[src/rtl/inline_trap_pkg.sv]
package inline_trap_pkg;
  typedef enum logic [2:0] {
    ST_IDLE,
    ST_DECIDE,
    ST_INLINE,
    ST_FLUSH,
    ST_RETURN
  } trap_state_e;
endpackage

[src/rtl/trap_fit_check.sv]
module trap_fit_check #(
  parameter int NUM_CAUSE = 4,
  parameter int CAUSE_W   = 2,
  parameter int CNT_W     = 6,
  parameter logic [NUM_CAUSE*CNT_W-1:0] HANDLER_LENS = {NUM_CAUSE{6'd10}},
  parameter bit USE_RS    = 1'b1
) (
  input  logic [CAUSE_W-1:0] cause_i,
  input  logic [CNT_W-1:0]   rob_free_i,
  input  logic [CNT_W-1:0]   rs_free_i,
  output logic               fit_o
);
  logic [CNT_W-1:0] len_tab [NUM_CAUSE];
  logic [CNT_W-1:0] need;
  logic             rob_ok, rs_ok;

  for (genvar i = 0; i < NUM_CAUSE; i++) begin : g_len
    assign len_tab[i] = HANDLER_LENS[i*CNT_W +: CNT_W];
  end

  assign need   = len_tab[cause_i];
  assign rob_ok = rob_free_i >= need;
  // without reservation stations only the reorder buffer gates the choice
  assign rs_ok  = (USE_RS == 1'b0) || (rs_free_i >= need);
  assign fit_o  = rob_ok && rs_ok;
endmodule

[src/rtl/trap_epc_store.sv]
module trap_epc_store #(
  parameter int NUM_CAUSE   = 4,
  parameter int CAUSE_W     = 2,
  parameter int PC_W        = 16,
  parameter int INSTR_BYTES = 4,
  parameter logic [NUM_CAUSE-1:0] RESTART_MASK = 4'b0011
) (
  input  logic               clk,
  input  logic               rst_n,
  input  logic               cap_i,
  input  logic [CAUSE_W-1:0] cause_i,
  input  logic [PC_W-1:0]    pc_i,
  output logic [PC_W-1:0]    epc_o
);
  logic restart;
  assign restart = RESTART_MASK[cause_i];

  always_ff @(posedge clk) begin
    if (!rst_n) epc_o <= '0;
    else if (cap_i) epc_o <= restart ? pc_i : pc_i + PC_W'(INSTR_BYTES);
  end


  restart_epc_chk: assert property (@(posedge clk) disable iff (!rst_n)
    (cap_i && restart) |=> (epc_o == $past(pc_i)));

  resume_epc_chk: assert property (@(posedge clk) disable iff (!rst_n)
    (cap_i && !restart) |=> (epc_o != $past(pc_i)));
endmodule

[src/rtl/trap_seq.sv]
module trap_seq
  import inline_trap_pkg::*;
(
  input  logic clk,
  input  logic rst_n,
  input  logic exc_valid_i,
  input  logic fit_i,
  input  logic rfi_i,
  output logic exc_ready_o,
  output logic accept_o,
  output logic deciding_o,
  output logic flush_o,
  output logic redir_valid_o,
  output logic sel_ret_o,
  output logic priv_o,
  output logic inline_o
);
  trap_state_e st;
  logic in_handler;

  assign exc_ready_o = (st == ST_IDLE);
  assign accept_o    = exc_valid_i && exc_ready_o;
  assign deciding_o  = (st == ST_DECIDE);
  assign in_handler  = (st == ST_INLINE) || (st == ST_FLUSH);

  always_ff @(posedge clk) begin
    if (!rst_n) begin
      st            <= ST_IDLE;
      flush_o       <= 1'b0;
      redir_valid_o <= 1'b0;
      sel_ret_o     <= 1'b0;
      priv_o        <= 1'b0;
      inline_o      <= 1'b0;
    end else begin
      flush_o       <= 1'b0;
      redir_valid_o <= 1'b0;
      unique case (st)
        ST_IDLE: if (exc_valid_i) st <= ST_DECIDE;
        ST_DECIDE: begin
          redir_valid_o <= 1'b1;
          sel_ret_o     <= 1'b0;
          priv_o        <= 1'b1;
          if (fit_i) begin
            inline_o <= 1'b1;
            st       <= ST_INLINE;
          end else begin
            flush_o  <= 1'b1;
            st       <= ST_FLUSH;
          end
        end
        ST_INLINE, ST_FLUSH: if (rfi_i) begin
          redir_valid_o <= 1'b1;
          sel_ret_o     <= 1'b1;
          priv_o        <= 1'b0;
          inline_o      <= 1'b0;
          st            <= ST_RETURN;
        end
        ST_RETURN: st <= ST_IDLE;
        default:   st <= ST_IDLE;
      endcase
    end
  end


  accept_once_chk: assert property (@(posedge clk) disable iff (!rst_n)
    accept_o |=> !exc_ready_o);

  flush_pulse_chk: assert property (@(posedge clk) disable iff (!rst_n)
    flush_o |=> !flush_o);

  flush_excl_chk: assert property (@(posedge clk) disable iff (!rst_n)
    flush_o |-> !inline_o);

  rfi_return_chk: assert property (@(posedge clk) disable iff (!rst_n)
    (rfi_i && in_handler) |=> (redir_valid_o && !priv_o && !inline_o));

  stray_rfi_chk: assert property (@(posedge clk) disable iff (!rst_n)
    (rfi_i && exc_ready_o) |=> !redir_valid_o);
endmodule

[src/rtl/inline_trap_ctl.sv]
module inline_trap_ctl #(
  parameter int NUM_CAUSE   = 4,
  parameter int PC_W        = 16,
  parameter int CNT_W       = 6,
  parameter int INSTR_BYTES = 4,
  parameter bit USE_RS      = 1'b1,
  parameter logic [NUM_CAUSE*CNT_W-1:0] HANDLER_LENS = {NUM_CAUSE{6'd10}},
  parameter logic [NUM_CAUSE-1:0]       RESTART_MASK = 4'b0011,
  parameter logic [PC_W-1:0]            HANDLER_BASE   = 16'h0100,
  parameter logic [PC_W-1:0]            HANDLER_STRIDE = 16'h0040,
  localparam int CAUSE_W = (NUM_CAUSE > 1) ? $clog2(NUM_CAUSE) : 1
) (
  input  logic               clk,
  input  logic               rst_n,
  input  logic               exc_valid,
  output logic               exc_ready,
  input  logic [CAUSE_W-1:0] exc_cause,
  input  logic [PC_W-1:0]    exc_pc,
  input  logic [CNT_W-1:0]   rob_free,
  input  logic [CNT_W-1:0]   rs_free,
  input  logic               rfi_valid,
  output logic               flush,
  output logic               redir_valid,
  output logic [PC_W-1:0]    redir_pc,
  output logic               priv_mode,
  output logic               inline_active
);
  logic [CAUSE_W-1:0] cause_q;
  logic [CNT_W-1:0]   rob_q, rs_q;
  logic [PC_W-1:0]    epc, entry;
  logic accept, deciding, fit, sel_ret;

  always_ff @(posedge clk) begin
    if (!rst_n) begin
      cause_q <= '0;
      rob_q   <= '0;
      rs_q    <= '0;
    end else if (accept) begin
      cause_q <= exc_cause;
      rob_q   <= rob_free;
      rs_q    <= rs_free;
    end
  end

  trap_fit_check #(
    .NUM_CAUSE(NUM_CAUSE), .CAUSE_W(CAUSE_W), .CNT_W(CNT_W),
    .HANDLER_LENS(HANDLER_LENS), .USE_RS(USE_RS)
  ) u_fit (
    .cause_i(cause_q), .rob_free_i(rob_q), .rs_free_i(rs_q), .fit_o(fit)
  );

  trap_epc_store #(
    .NUM_CAUSE(NUM_CAUSE), .CAUSE_W(CAUSE_W), .PC_W(PC_W),
    .INSTR_BYTES(INSTR_BYTES), .RESTART_MASK(RESTART_MASK)
  ) u_epc (
    .clk(clk), .rst_n(rst_n), .cap_i(accept), .cause_i(exc_cause),
    .pc_i(exc_pc), .epc_o(epc)
  );

  trap_seq u_seq (
    .clk(clk), .rst_n(rst_n), .exc_valid_i(exc_valid), .fit_i(fit),
    .rfi_i(rfi_valid), .exc_ready_o(exc_ready), .accept_o(accept),
    .deciding_o(deciding), .flush_o(flush), .redir_valid_o(redir_valid),
    .sel_ret_o(sel_ret), .priv_o(priv_mode), .inline_o(inline_active)
  );

  assign entry    = HANDLER_BASE + PC_W'(cause_q) * HANDLER_STRIDE;
  assign redir_pc = sel_ret ? epc : entry;


  inline_path_chk: assert property (@(posedge clk) disable iff (!rst_n)
    (deciding && fit) |=> (!flush && inline_active && priv_mode && redir_valid));

  flush_path_chk: assert property (@(posedge clk) disable iff (!rst_n)
    (deciding && !fit) |=> (flush && !inline_active && priv_mode && redir_valid));
endmodule

[config.mk]
export PLATFORM = sky130hd
export DESIGN_NAME = inline_trap_ctl
export DESIGN_NICKNAME = d
export VERILOG_FILES = /design/src/rtl/inline_trap_pkg.sv /design/src/rtl/trap_fit_check.sv /design/src/rtl/trap_epc_store.sv /design/src/rtl/trap_seq.sv /design/src/rtl/inline_trap_ctl.sv
export SDC_FILE = /design/constraint.sdc
export NUM_CORES = 1
export LEC_CHECK = 0
export ABC_AREA = 0
export BUFFER_PORTS_ARGS = -buffer_cell sky130_fd_sc_hd__buf_2
export CAP_MARGIN = 25
export CORE_MARGIN = 1.5
export CORE_UTILIZATION = 55
export DETAILED_ROUTE_END_ITERATION = 10
export PLACE_DENSITY = 0.82
export SETUP_SLACK_MARGIN = 0.02
export SLEW_MARGIN = 25
export SYNTH_ARGS = -nofsm -noshare
export SYNTH_HDL_FRONTEND = slang
export SYNTH_HIERARCHICAL = 1
export SYNTH_SLANG_ARGS = --single-unit
[constraint.sdc]
create_clock -name clk -period 3.6 [get_ports clk]
set_clock_uncertainty 0.1 [all_clocks]
set_input_delay 0.18 -clock clk [delete_from_list [all_inputs] [get_ports clk]]
set_output_delay 0.18 -clock clk [all_outputs]
set_load 0.01 [all_outputs]
==> flow_summary_export.csv, run 1 <==
group,metric,value,unit
pwr,pwr_density_cell,396,mW/mm²
route,drc,0,
cts,ctsResizeCount,0,
floorplanning,die_area,0.00361,mm²
cts,hold_buffers,0,
global_routing,grt_pass1_vias,1361,
cts,cts-buffers-inserted,5,
sta,finalHoldViolCount,0,
final_layout,final_cell_mix,"buf_2, dfxtp_1, nor2b_1, mux2i_1, o21ai_0",
floorplanning,core-area,0.00308,mm²
sta,max_freq,531,MHz
floorplanning,die_h,60.1,µm
status,outcome,"complete, no violations",
place,dpl_worst_slack,1.73,ns
route,antenna_left,0,
yosys,synthesis.area,0.00179,mm²
final_layout,layout_commonest_cell,"buf_2",
final_layout,area_growth,16.0,%
pwr,power_frac_seq,56.7,%
final_layout,nets,274,
final_layout,layout.cells.non_filler,281,
floorplanning,start_util,58.3,%
route,drt-initial-drc-count,63,
run,max_cap_violations,0,
pwr,pwr-share-comb,21.3,%
hold_path,hp-class,"in -> reg",
yosys,synth.net_count,225,
pwr,ir_drop,290,µV
global_routing,grt_max_degree,43,
place,place_inst,276,
critical_path,cp_max_fo,42,
sta,final-max-slew-violation-count,0,
sta,rsz0062_at_grt,"false",
global_routing,grt_overflow,0,
floorplanning,io_pins,55,
yosys,avgSynthCellArea,9.44,µm²
place,io_buffers,52,
cts,numClockSinks,36,
route,num_vias,1469,
route,wl,3440,µm
cts,cts.clk_slew.worst_paths,0.09,ns
pwr,power_switching,235,µW
place,finalWeightedCongestion,0.812,
sta,worst_slack,1.72,ns
critical_path,worstPathRequired,3.72,ns
global_routing,grtUsageTotal,20.9,%
critical_path,worstPathArrival,2.00,ns
pwr,internal_power,588,µW
global_routing,antenna_found_initial,0,
cts,cts_tree,"built",
sta,relSlewSlack,43.6,%
yosys,synthCells,190,
sta,fin_hold_ws,0.0152,ns
critical_path,critPathCaptureType,"flop",
floorplanning,row_count,20,
sta,worstMarginPinSlew,0.846,ns
place,dp_hpwl,2440,µm
sta,post-route-period-util,52.3,%
critical_path,startpoint_type,"flop",
pwr,switching_share,28.6,%
final_layout,n_antenna_cell,0,
pwr,power.total,823,µW
cts,root_buffer,"clkbuf_4",
global_routing,grt_first_pass_wirelength,5620,µm
final_layout,drive_gt1_share,29.5,%
pwr,p_leak,0.000896,µW
yosys,yosys_warnings,6,
sta,setup_viol,0,
route,wl_per_cell,12.2,µm
floorplanning,dieWidth,60.1,µm
route,vias_per_cell,5.23,
cts,cts.htree.levels,2,
pwr,pwr-share-clk,22.0,%
sta,setup_tns,0,ns
sta,finalCriticalPeriod,1.88,ns
cts,clk_latency,0.32,ns
cts,clockBufferDepth,2,
route,firstDrtPassIters,4,
critical_path,crit_type,"reg -> reg",
cts,postCtsSetupBuffers,0,
## final cells by class
cell class	count	area, µm²
Inverter	3	11.3
Tap cell	44	55.1
Timing Repair Buffer	52	260
Clock buffer	5	37.5
Multi-Input combinational cell	141	995
Fill cell	291	998
Sequential cell	36	721
## through the flow
stage | util (%) | cell area, µm²
6_report | 67.6 | 2080
5_1_grt | 67.6 | 2080
4_1_cts | 67.6 | 2080
3_5_place_dp | 66.3 | 2040
3_3_place_gp | 66.3 | 2040
2_1_floorplan | - | 1790
## worst paths after layout
kind         cells after the start  slack (ns)              to            from
min                              3        0.02         rs_q[3]      rs_free[3]
min reg2reg                      1        0.38  u_epc/epc_o[2]  u_epc/epc_o[2]
max reg2reg                      4        1.72        rob_q[5]     u_seq/st[1]
max                              4        1.72        rob_q[5]     u_seq/st[1]
## state kept, by name (all words and copies together) (netlist names)
register and count:
rs_q 5, u_seq/priv_o 1, u_epc/epc_o 16, u_seq/st 3, u_seq/inline_o 1, rob_q 5, u_seq/sel_ret_o 1, cause_q 2
u_seq/flush_o 1, u_seq/redir_valid_o 1
## critical path, cell delays in order, from the launching register on
cell and delay (ns):
dfxtp_1 0.40, nor3_2 0.19, and2_2 0.73, mux2i_1 0.29
nor2b_1 0.07
## power by group through the flow
stage | logic, µW | registers (µW) | clock network, µW
3_5_place_dp | 176 | 476 | 0
5_1_grt | 195 | 474 | 200
6_report | 175 | 467 | 181
3_3_place_gp | 171 | 475 | 0
4_1_cts | 176 | 467 | 184
2_1_floorplan | 134 | 468 | 0
## metal layers
layer,wire [µm],part of all wire (%),up-vias,track usage (%)
met2,1670,48,32,37.1
met4,39,1.1,0,9.21
met3,161,4.7,5,5.63
li1,-,-,746,-
met5,0,0,-,0
met1,1570,46,686,23.0
Note: power is estimated with default switching activity, not from simulation.
==> inputs of run 2 (changes only) <==
- CORE_UTILIZATION: 55 -> 46
- PLACE_DENSITY: 0.82 -> 0.73
- clock period: 3.6 -> 1.57 ns (I/O delays scaled with it)
==> run 2 against run 1 <==
- combinational power grew to 2.8 times the previous value
- flip-flop and latch count unchanged
- core utilization fell by 4.3 points
- cell count grew 9.3%
- first-iteration DRC count fell by 21%
- clock power grew to 3.3 times the previous value
- non-clock buffer count up 20
- power increased to 2.6 times the previous value
==> flow_summary_export.csv, run 2 (same netlist as run 1, synthesis figures left out) <==
group,metric,value,unit
sta,post-route-period-util,92.5,%
place,finalWeightedCongestion,0.779,
cts,cts-buffers-inserted,5,
place,io_buffers,52,
sta,final-max-slew-violation-count,0,
critical_path,path_buf_inv,1,
global_routing,antenna_found_initial,0,
sta,worst_slack,0.118,ns
floorplanning,die_h,65.4,µm
critical_path,path_delay_family,"simple AND/OR/NAND/NOR gates",
hold_path,hp-class,"in -> reg",
global_routing,grt_first_pass_wirelength,5910,µm
final_layout,area_growth,30.1,%
critical_path,critPathCaptureType,"flop",
pwr,p_leak,0.00101,µW
place,dp_hpwl,2510,µm
critical_path,crit_type,"reg -> reg",
pwr,ir_drop,576,µV
floorplanning,core-area,0.00369,mm²
critical_path,crit_chain,"nor3_4 -> and2_4 -> buf_12 -> mux2i_1 -> nor2b_1",
run,max_cap_violations,0,
final_layout,fillers,348,
route,drc,0,
sta,max_freq,689,MHz
route,wl,3700,µm
critical_path,worstPathRequired,1.64,ns
sta,worstMarginPinSlew,0.390,ns
cts,numClockSinks,36,
cts,cts_tree,"built",
floorplanning,start_util,48.6,%
sta,setup_tns,0,ns
floorplanning,row_count,22,
critical_path,startpoint_type,"flop",
route,wl_per_cell,12.0,µm
critical_path,critPathSlowestCell,"dfxtp_1",
floorplanning,dieWidth,65.4,µm
final_layout,layout_commonest_cell,"buf_2",
global_routing,grtUsageTotal,17.8,%
global_routing,grt_max_degree,25,
global_routing,grt_pass1_vias,1357,
route,drt-initial-drc-count,50,
route,antenna_left,0,
cts,root_buffer,"clkbuf_8",
critical_path,crit_path_max_incr_delay,0.38,ns
sta,setup_viol,0,
critical_path,cp_max_fo,11,
final_layout,top_register,"u_epc/epc_o",
final_layout,nets,294,
cts,cts.htree.levels,2,
final_layout,drive_gt1_share,29.7,%
place,dpl_worst_slack,0.129,ns
route,vias_per_cell,4.90,
final_layout,largest_reg_flops,16,
sta,relSlewSlack,74.0,%
sta,finalCriticalPeriod,1.45,ns
floorplanning,io_pins,55,
cts,clk_latency,0.27,ns
sta,finalHoldViolCount,0,
critical_path,worstPathArrival,1.52,ns
final_layout,reg_top3,"u_epc/epc_o: 16 flops, rob_q: 5 flops, rs_q: 5 flops",
final_layout,n_antenna_cell,0,
sta,rsz0062_at_grt,"true",
status,outcome,"complete, no violations",
route,firstDrtPassIters,4,
pwr,pwr_density_cell,918,mW/mm²
cts,cts.clk_slew.worst_paths,0.07,ns
floorplanning,die_area,0.00428,mm²
route,num_vias,1503,
cts,clockBufferDepth,2,
final_layout,final_cell_mix,"buf_2, dfxtp_1, nor2b_1, mux2i_1, o21ai_0",
global_routing,grt_overflow,0,
run 2: cell types whose count changed in the layout (fill, tap and decap cells not counted):
| cell | before | now |
|---|---|---|
| buf_6 | 0 | 1 |
| buf_12 | 0 | 1 |
| buf_4 | 0 | 4 |
| and2_4 | 0 | 1 |
| clkbuf_1 | 0 | 1 |
| and2_2 | 1 | 0 |
| dlygate4sd3_1 | 0 | 14 |
| clkbuf_8 | 0 | 5 |
| nor3_2 | 3 | 2 |
| nor3_4 | 0 | 1 |
| clkinv_2 | 0 | 1 |
| clkbuf_4 | 5 | 0 |
run 2: final cells by class:
cell class	count	area [µm²]	area share, %
Clock buffer	6	72.6	3.11
Clock inverter	1	5.00	0.214
Inverter	3	11.3	0.483
Multi-Input combinational cell	141	1000	42.9
Sequential cell	36	721	30.9
Tap cell	48	60.1	2.57
Timing Repair Buffer	72	462	19.8
run 2: power breakdown:
part	switching [µW]	internal, µW	total, µW	leakage [µW]
combinational	235	247	482	0.000675
sequential	52.3	1010	1060	0.000296
clock	294	301	595	0.0000410
total	581	1560	2140	0.00101
run 2: stage by stage:
step	utilization, %	hold slack [ns]	power (µW)	cells	area, µm²
finish	63.3	0.0133	2140	307	2330
global route	63.3	0.00630	2260	307	2330
CTS	63.2	0.00872	2160	307	2330
detailed placement	57.3	0.248	1540	286	2110
global placement	57.3	0.234	1530	286	2110
floorplan	-	0.107	1390	190	1800
run 2: layer usage:
| metal | global-route usage [%] | vias up | share of wire [%] | wire length, µm |
|---|---|---|---|---|
| met3 | 4.62 | 4 | 3.9 | 143 |
| met2 | 30.1 | 29 | 50 | 1840 |
| li1 | - | 790 | - | - |
| met4 | 7.03 | 0 | 1.2 | 46 |
| met1 | 21.7 | 680 | 45 | 1670 |
| met5 | 0 | - | 0 | 0 |
run 2: path summary, 6_finish.rpt:
check	start	end	slack (ns)	depth (start not counted)
setup / recovery	u_seq/st[0]	rob_q[3]	0.12	5
hold / removal	exc_pc[15]	u_epc/epc_o[15]	0.01	3
setup reg to reg	u_seq/st[0]	rob_q[3]	0.12	5
hold reg to reg	u_epc/epc_o[3]	u_epc/epc_o[3]	0.38	1
run 2: timing repair:
item                       in CTS  in global routing
setup endpoints to repair       0                  3
hold buffers                   14                  0
setup buffers                   0                  0
hold endpoints to repair       14                  0
gates resized for setup         0                  1
run 2: tightest hold or removal path, cell delays in order:
cell and delay (ns):
buf_2 0.08, xnor2_1 0.12, a21oi_1 0.06
==> inputs of run 3 (changes only) <==
- ABC_CLOCK_PERIOD_IN_PS: default -> 1570
- PLACE_DENSITY: 0.73 -> default
- PLACE_DENSITY_LB_ADDON: default -> 0.15
==> run 3 against run 2 <==
- clock power up 6.6%
- worst hold slack got worse by 0.0057 ns
- register-to-register slack better by 0.04 ns
- critical path depth unchanged
- sequential power hardly changed
- final area up 0.43%
- flip-flop and latch count unchanged
- maximum frequency is 2.9% higher
- highest routed layer unchanged
==> flow_summary_export.csv, run 3 (same netlist as run 1, synthesis figures left out) <==
group,metric,value,unit
final_layout,fin_util,63.5,%
sta,relSlewSlack,76.4,%
global_routing,grt_pass1_vias,1416,
pwr,p_leak,0.00101,µW
critical_path,crit_path_end,"cause_q[1]",
global_routing,antenna_found_initial,0,
critical_path,cp_max_fo,31,
sta,rsz0062_at_grt,"false",
final_layout,n_antenna_cell,0,
status,outcome,"complete, no violations",
floorplanning,row_count,22,
global_routing,grtUsageTotal,18.7,%
critical_path,worst_r2r_endpoint,"cause_q[1]",
critical_path,startpoint_type,"flop",
run,max_cap_violations,0,
cts,cts.htree.levels,2,
final_layout,nets,293,
critical_path,path_buf_inv,1,
pwr,internal_power,1580,µW
place,finalWeightedCongestion,0.759,
floorplanning,io_pins,55,
critical_path,r2r_setup_slack,0.16,ns
critical_path,worstPathArrival,1.49,ns
route,wl,3610,µm
floorplanning,die_area,0.00428,mm²
critical_path,worstSetupStartpoint,"u_seq/st[0]",
route,firstDrtPassIters,4,
cts,clockBufferDepth,2,
final_layout,reg_top3,"u_epc/epc_o: 16 flops, rob_q: 5 flops, rs_q: 5 flops",
place,io_buffers,52,
route,wl_per_cell,11.8,µm
hold_path,hp-class,"in -> reg",
route,drt-initial-drc-count,68,
global_routing,grt_max_degree,32,
global_routing,grt_overflow,0,
cts,cts_tree,"built",
route,vias_per_cell,4.96,
sta,post-route-period-util,89.8,%
critical_path,crit_type,"reg -> reg",
route,drc,0,
pwr,power_frac_seq,48.9,%
pwr,power_switching,605,µW
place,place_area,0.00212,mm²
final_layout,layout_commonest_cell,"buf_2",
sta,setup_tns,0,ns
critical_path,cp.depth,5,
final_layout,area_growth,30.7,%
floorplanning,core-area,0.00369,mm²
final_layout,final_area,0.00234,mm²
route,antenna_left,0,
critical_path,critPathCaptureType,"flop",
floorplanning,die_h,65.4,µm
cts,root_buffer,"clkbuf_8",
critical_path,worstPathRequired,1.64,ns
global_routing,grt_first_pass_wirelength,6110,µm
sta,final-max-slew-violation-count,0,
critical_path,r2r_cells,5,
sta,setup_viol,0,
pwr,pwr-share-clk,29.1,%
pwr,pwr_density_cell,931,mW/mm²
final_layout,final_cell_mix,"buf_2, dfxtp_1, nor2b_1, mux2i_1, o21ai_0",
place,dp_hpwl,2520,µm
pwr,pwr-share-comb,22.0,%
pwr,ir_drop,694,µV
final_layout,largest_reg_flops,16,
floorplanning,start_util,48.6,%
cts,numClockSinks,36,
cts,clk_latency,0.28,ns
critical_path,reg2reg_from,"u_seq/st[0]",
sta,finalCriticalPeriod,1.41,ns
sta,worstMarginPinSlew,0.353,ns
sta,finalHoldViolCount,0,
critical_path,path_delay_family,"simple AND/OR/NAND/NOR gates",
pwr,switching_share,27.7,%
final_layout,top_register,"u_epc/epc_o",
critical_path,crit_chain,"nor3_4 -> and2_4 -> buf_12 -> mux2i_1 -> nor2b_1",
sta,max_freq,709,MHz
critical_path,crit_path_max_incr_delay,0.38,ns
floorplanning,dieWidth,65.4,µm
cts,cts-buffers-inserted,5,
cts,cts.clk_slew.worst_paths,0.07,ns
route,num_vias,1523,
final_layout,drive_gt1_share,29.7,%
critical_path,critPathSlowestCell,"dfxtp_1",
run 3: timing repair:
item                       in CTS  in global routing
setup endpoints to repair       0                  7
resized for setup               0                  1
hold buffers                   14                  0
buffers inserted                0                  0
hold endpoints to repair       14                  0
run 3: through the flow:
| step | hold WS [ns] | std cells | setup slack [ns] | power [µW] |
|---|---|---|---|---|
| 3_5_place_dp | 0.245 | 285 | 0.169 | 1540 |
| 6_report | 0.00766 | 307 | 0.159 | 2180 |
| 4_1_cts | 0.00191 | 307 | 0.0437 | 2210 |
| 5_1_grt | 0.00978 | 307 | 0.0405 | 2320 |
| 2_1_floorplan | 0.107 | 190 | 0.0458 | 1390 |
| 3_3_place_gp | 0.233 | 285 | 0.182 | 1540 |
run 3: metal layers:
layer  GRT usage [%]  vias to the layer above  part of all wire [%]
met1            24.0                      692                    49
met4            6.25                        0                   1.1
met3            6.68                        4                   5.7
met5               0                        -                     0
li1                -                      787                     -
met2            29.2                       40                    44
run 3: area by class of cell:
cell class | count | area (µm²)
multi-input cells | 141 | 1000
clock inverters | 1 | 8.76
inverters | 3 | 11.3
fillers | 338 | 1350
well taps | 48 | 60.1
flip-flops and latches | 36 | 722
repair buffers | 71 | 463
clock buffers | 7 | 76.3
run 3: how the worst min path moves through the flow:
stage / startpoint / endpoint / slack (ns) / cells past startpoint
after floorplan: rst_n / u_epc/epc_o[0] / 0.11 / 1
after global placement: exc_pc[0] / u_epc/epc_o[0] / 0.23 / 3
after detailed placement: rs_free[3] / rs_q[3] / 0.25 / 3
after CTS: rfi_valid / u_seq/st[2] / 0.002 / 3
after global routing: exc_pc[12] / u_epc/epc_o[12] / 0.01 / 3
final: rfi_valid / u_seq/st[2] / 0.008 / 3
run 3: power by group through the flow:
stage	sequential, µW	combinational, µW	clock, µW
after global routing	1080	532	710
after detailed placement	1090	456	0
after floorplan	1070	316	0
after global placement	1090	450	0
after CTS	1070	485	656
final	1070	481	634
run 3: worst min-delay path, stage by stage:
cell and delay, ns:
buf_2 0.09, nand2_1 0.10, nor2_1 0.09
